### src/rtl/tmr_irq_ctl.sv
module tmr_irq_ctl #(
  parameter int SEL_W = 5,
  parameter int HW_N = 5,
  parameter logic [SEL_W-1:0] SEL_CNT = 5'd9,
  parameter logic [SEL_W-1:0] SEL_CMP = 5'd11,
  parameter logic [SEL_W-1:0] SEL_STS = 5'd12,
  parameter logic [SEL_W-1:0] SEL_CAU = 5'd13,
  parameter logic [HW_N-1:0] HW_LIVE = 5'b00111
) (
  input  logic             clk,
  input  logic             rst_n,
  input  logic             tick,
  input  logic             reg_wr,
  input  logic [SEL_W-1:0] reg_sel,
  input  logic [31:0]      reg_wdata,
  output logic [31:0]      reg_rdata,
  input  logic [HW_N-1:0]  hw_irq,
  output logic             irq_req
);
  localparam logic [31:0] STS_WMASK = 32'h11FF_FFFF;
  localparam logic [31:0] STS_RST   = 32'h0000_0004;

  logic [31:0]     cnt_q, cmp_q, sts_q;
  logic [1:0]      swp_q;
  logic            tpend_q;
  logic [HW_N-1:0] hw_q;

  wire wr_cnt = reg_wr && reg_sel == SEL_CNT;
  wire wr_cmp = reg_wr && reg_sel == SEL_CMP;
  wire wr_sts = reg_wr && reg_sel == SEL_STS;
  wire wr_cau = reg_wr && reg_sel == SEL_CAU;

  wire [31:0] cnt_nxt = wr_cnt ? reg_wdata : cnt_q + 32'd1;
  wire        cnt_upd = wr_cnt || tick;
  wire        hit     = cnt_upd && cnt_nxt == cmp_q;

  wire [7:0] ip = {tpend_q, hw_q & HW_LIVE, swp_q};
  wire [7:0] im = sts_q[15:8];
  wire       ie = sts_q[0], exl = sts_q[1], erl = sts_q[2];

  assign irq_req = ie && !exl && !erl && |(ip & im);

  always_ff @(posedge clk or negedge rst_n)
    if (!rst_n) begin
      cnt_q   <= '0;
      cmp_q   <= '0;
      sts_q   <= STS_RST;
      swp_q   <= '0;
      tpend_q <= 1'b0;
      hw_q    <= '0;
    end else begin
      hw_q <= hw_irq;
      if (cnt_upd) cnt_q <= cnt_nxt;
      if (wr_cmp) cmp_q <= reg_wdata;
      if (wr_sts) sts_q <= reg_wdata & STS_WMASK;
      if (wr_cau) swp_q <= reg_wdata[9:8];
      if (wr_cmp) tpend_q <= 1'b0;
      else if (hit) tpend_q <= 1'b1;
    end

  always_comb
    case (reg_sel)
      SEL_CNT: reg_rdata = cnt_q;
      SEL_CMP: reg_rdata = cmp_q;
      SEL_STS: reg_rdata = sts_q;
      SEL_CAU: reg_rdata = {16'b0, ip, 8'b0};
      default: reg_rdata = '0;
    endcase

  a_r1_count_step: assert property (@(posedge clk) disable iff (!rst_n)
    (tick && !wr_cnt) |=> cnt_q == $past(cnt_q) + 32'd1);
  a_r2_rise_on_match: assert property (@(posedge clk) disable iff (!rst_n)
    $rose(tpend_q) |-> cnt_q == cmp_q);
  a_r3_write_clears: assert property (@(posedge clk) disable iff (!rst_n)
    wr_cmp |=> !tpend_q);
  a_r4_cmp_holds: assert property (@(posedge clk) disable iff (!rst_n)
    !wr_cmp |=> $stable(cmp_q));
  a_r6_no_reverse: assert property (@(posedge clk) disable iff (!rst_n)
    !sts_q[25]);
  a_r7_req_gated: assert property (@(posedge clk) disable iff (!rst_n)
    irq_req |-> (sts_q[0] && !sts_q[2:1] && (reg_sel != SEL_CAU || |(reg_rdata[15:8] & sts_q[15:8]))));
endmodule

### config.mk
export PLATFORM = sky130hd
export DESIGN_NAME = tmr_irq_ctl
export DESIGN_NICKNAME = d
export VERILOG_FILES = /design/src/rtl/tmr_irq_ctl.sv
export SDC_FILE = /design/constraint.sdc
export NUM_CORES = 1
export LEC_CHECK = 0
export BUFFER_PORTS_ARGS = -buffer_cell sky130_fd_sc_hd__buf_4
export CORE_AREA = 2 2 113 115
export DETAILED_ROUTE_END_ITERATION = 6
export DIE_AREA = 0 0 115 117
export MAX_ROUTING_LAYER = met4
export PLACE_DENSITY = 0.77
export SKIP_LAST_GASP = 1
export SLEW_MARGIN = 10
export SYNTH_ARGS = -nofsm -noshare
export SYNTH_HDL_FRONTEND = slang
export SYNTH_SLANG_ARGS = --single-unit
### constraint.sdc
create_clock -name clk -period 3.7 [get_ports clk]
set_clock_uncertainty 0.2 [all_clocks]
set_input_delay 0.555 -clock clk [delete_from_list [all_inputs] [get_ports clk]]
set_output_delay 0.555 -clock clk [all_outputs]
set_load 0.1 [all_outputs]
==> key figures <==
Outcome
  • Outcome: finished, final reports clean

Cells and area
  • Share of layout cells above drive strength 1: 0.2417
  • Ant diodes: 0
  • Final nets: 799
  • Utilization after layout: 0.6048
  • Final non-filler cell total: 907
  • Final std cell area, no fill: 0.007446 sq mm
  • Commonest cells after routing, fill and taps aside: buf_4 (96), dfrtp_1 (95), nand2_1 (82), mux2_2 (53), xnor2_1 (50)
  • Area Growth Syn to Fin: 16.14%
  • Fillers: 1,060
  • Most common cell after layout, fill and taps aside: buf_4

Clock tree
  • CTS max path bufs: 2
  • Hold buffers post-CTS: 0
  • Number of post-CTS setup repair buffers: 0
  • CTS Sinks: 96
  • CTS resizes: 0
  • CTS H-tree lvls: 3
  • Clock buffer count from CTS: 9
  • Clock transition at the registers of the reported paths: 70 ps
  • CTS tree: yes
  • Later-pin clock latency in the skew report: 350 ps
  • Root Buffer: clkbuf_16

Critical path
  • Register-to-Register Path Depth: 8
  • WP data arrival: 3400 ps
  • R2r setup slk: 360 ps
  • R2R Path Start: cnt_q[0]
  • Worst-path maximum fanout: 10
  • R2R Path End: tpend_q
  • Crit path required time: 3760 ps
  • Type of the worst setup path: flop to flop
  • Critical Path Start Type: flop
  • Crit end category: flop

Placed design
  • IO buf count: 76
  • Placed Area: 0.007147 sq mm
  • Dpl hpwl: 13.76 mm
  • Placement Setup Slack: 376.1 ps
  • DP Cell Count: 891
  • GP Congestion: 0.9878

Global route
  • Vias in the first global route: 5,427
  • First-pass GRT wire length: 30.04 mm
  • Largest net degree at the start of global routing: 66
  • GRT Residual Overflow: 0
  • GRT Overall Usage: 0.3008
  • Initial antenna violation count: 0

Synthesis
  • Synth Net Count: 742
  • Post-synthesis sequential area ratio: 0.3749
  • Post-Synthesis Cells: 695
  • Synth unique cells: 68
  • Synth Flop Type: dfrtp_1
  • Mean Syn Cell Area: 9.225 sq um
  • Async S/R FF share, synth: 1.000
  • Cell area after synthesis: 0.006411 sq mm
  • Synthesized flop and latch total: 96
  • Synth warn: 0
  • Post-synth EDFFs: 0

Worst hold path
  • HP Class: primary input to asynchronous set/reset pin

Routing
  • DR pass1 iterations: 5
  • Detail Route Antenna Nets: 0
  • Initial drt markers: 477
  • Routed wire per std cell: 20.77 microns
  • Total Wirelength: 18.84 mm
  • Vias per cell: 6.280
  • DR vias: 5,696
  • DRC Markers: 0

STA
  • Slew HR: 0.4203
  • Count of final setup violators: 0
  • Worst slew pin tran: 869.5 ps
  • Max Clk Rate: 0.2998 GHz
  • Setup ws final: 364.6 ps
  • Final Max Tran Viols: 0
  • Hold Fails Final Rpt: 0
  • Min Clock Period, post-route: 3335 ps
  • Fin crit share: 0.9015
  • RSZ-0062 raised after global routing: no

Floorplan
  • Die Span X: 115 microns
  • Ports: 79
  • Initial core utilization: 0.5207
  • Die footprint: 0.01346 sq mm
  • Core footprint: 0.01231 sq mm
  • Site Rows: 41
  • Die H: 117 microns

Pwr
  • Lkg Pwr: 0.003122 uW
  • Sequential power share: 0.424
  • PwrDens: 520.9 mW/mm^2
  • Switching power: 1479 uW
  • Logic pwr share: 0.328
  • Power after layout: 3879 uW
  • Internal: 2400 uW
  • Worst vdd rail ir drop: 355.0 uV
  • Switching share of power: 0.3813
  • Power share of the clock group: 0.248

Run
  • Maxcap violations: 0
-- worst max-delay path: stages, from the launching register on --
cell and delay, ps:
dfrtp_1 490, ha_1 320, nand3_4 200, or4_1 710, or3_1 400, a32oi_1 200, nand4b_1 150, o31a_1 340
o31ai_2 240
-- worst max-delay path by stage --
stage                    endpoint  cells past startpoint  startpoint
floorplan           reg_rdata[17]                      3  reg_sel[0]
global placement          tpend_q                      8    cnt_q[0]
detailed placement        tpend_q                      8    cnt_q[0]
CTS                       tpend_q                      8    cnt_q[0]
global route              tpend_q                      8    cnt_q[5]
finish                    tpend_q                      8    cnt_q[0]
-- power groups by stage --
stage	registers, uW	clock network [uW]	logic (uW)
6_report	1650	961	1270
5_1_grt	1690	1010	1380
4_1_cts	1630	969	1260
3_5_place_dp	1650	0	1250
3_3_place_gp	1630	0	1220
2_1_floorplan	1470	0	1060
-- state kept, by name, indices dropped and copies added, names as in the netlist --
name	count
cnt_q	32
tpend_q	1
hw_q	3
sts_q	26
cmp_q	32
swp_q	2
-- metrics by stage --
step	TNS, ps	hold WS (ps)
finish	0	95.17
CTS	0	100.4
global route	0	103.0
floorplan	-1239	59.41
detailed placement	0	274.1
global placement	0	262.7
-- routing by layer --
metal / vias up / global-route usage / routed length [microns] / part of all wire
met3: 36 / 0.03296 / 1325 / 0.070
met5: - / - / 0 / 0
met4: 0 / 0.1004 / 406 / 0.022
met2: 272 / 0.4588 / 8739 / 0.46
li1: 2605 / - / - / -
met1: 2783 / 0.4215 / 8367 / 0.44
-- synth_stat cells (all sizes together), types with 2 or more instances --
| master | instances | share of area |
|---|---|---|
| a31oi | 6 | 0.0059 |
| or3b | 2 | 0.0027 |
| and3 | 2 | 0.0020 |
| o211ai | 4 | 0.0047 |
| a2111oi | 4 | 0.0055 |
| nor4b | 2 | 0.0027 |
| nor4 | 11 | 0.016 |
| nor2b | 3 | 0.0029 |
| nand2 | 82 | 0.048 |
| o21ai | 59 | 0.046 |
| clkbuf | 35 | 0.021 |
| a21oi | 11 | 0.0086 |
| xor2 | 31 | 0.042 |
| mux2 | 53 | 0.093 |
| a211oi | 4 | 0.0047 |
| o31ai | 4 | 0.0055 |
| o311ai | 3 | 0.0041 |
| dfrtp | 95 | 0.37 |
| nor2 | 34 | 0.020 |
| nand3 | 24 | 0.021 |
| nand4 | 20 | 0.020 |
| mux2i | 41 | 0.064 |
| nor3b | 4 | 0.0047 |
| nand2b | 6 | 0.0059 |
| or4 | 3 | 0.0035 |
| nor3 | 19 | 0.017 |
| a32o | 2 | 0.0031 |
| and4 | 3 | 0.0041 |
| a221oi | 2 | 0.0027 |
| or3 | 4 | 0.0039 |
| o22ai | 9 | 0.0088 |
| inv | 18 | 0.011 |
| buf | 15 | 0.011 |
| xnor2 | 50 | 0.068 |
| a22oi | 3 | 0.0035 |
| o2111ai | 5 | 0.0068 |
-- area by class of cell --
| type | count | area [sq um] | area share |
|---|---|---|---|
| multi-input combinational | 531 | 3767 | 0.5060 |
| sequential | 96 | 2404 | 0.3228 |
| timing repair buffer | 96 | 720.7 | 0.09679 |
| clock buffer | 11 | 242.7 | 0.03260 |
| tap | 150 | 187.7 | 0.02521 |
| inverter | 18 | 67.56 | 0.009074 |
| clock inverter | 5 | 56.30 | 0.007562 |
-- logic make-up after synthesis --
family	after synthesis	synth area share
and+or+nand+nor	225	0.1835
xor gates and xnor gates	81	0.1107
DFF	96	0.3749
muxes	94	0.1571
adders and majority gates	1	0.001951
AOI/OAI and AO/OA	130	0.1294
buffers and inverters	68	0.04254
Power figures use the tool's default switching activity.
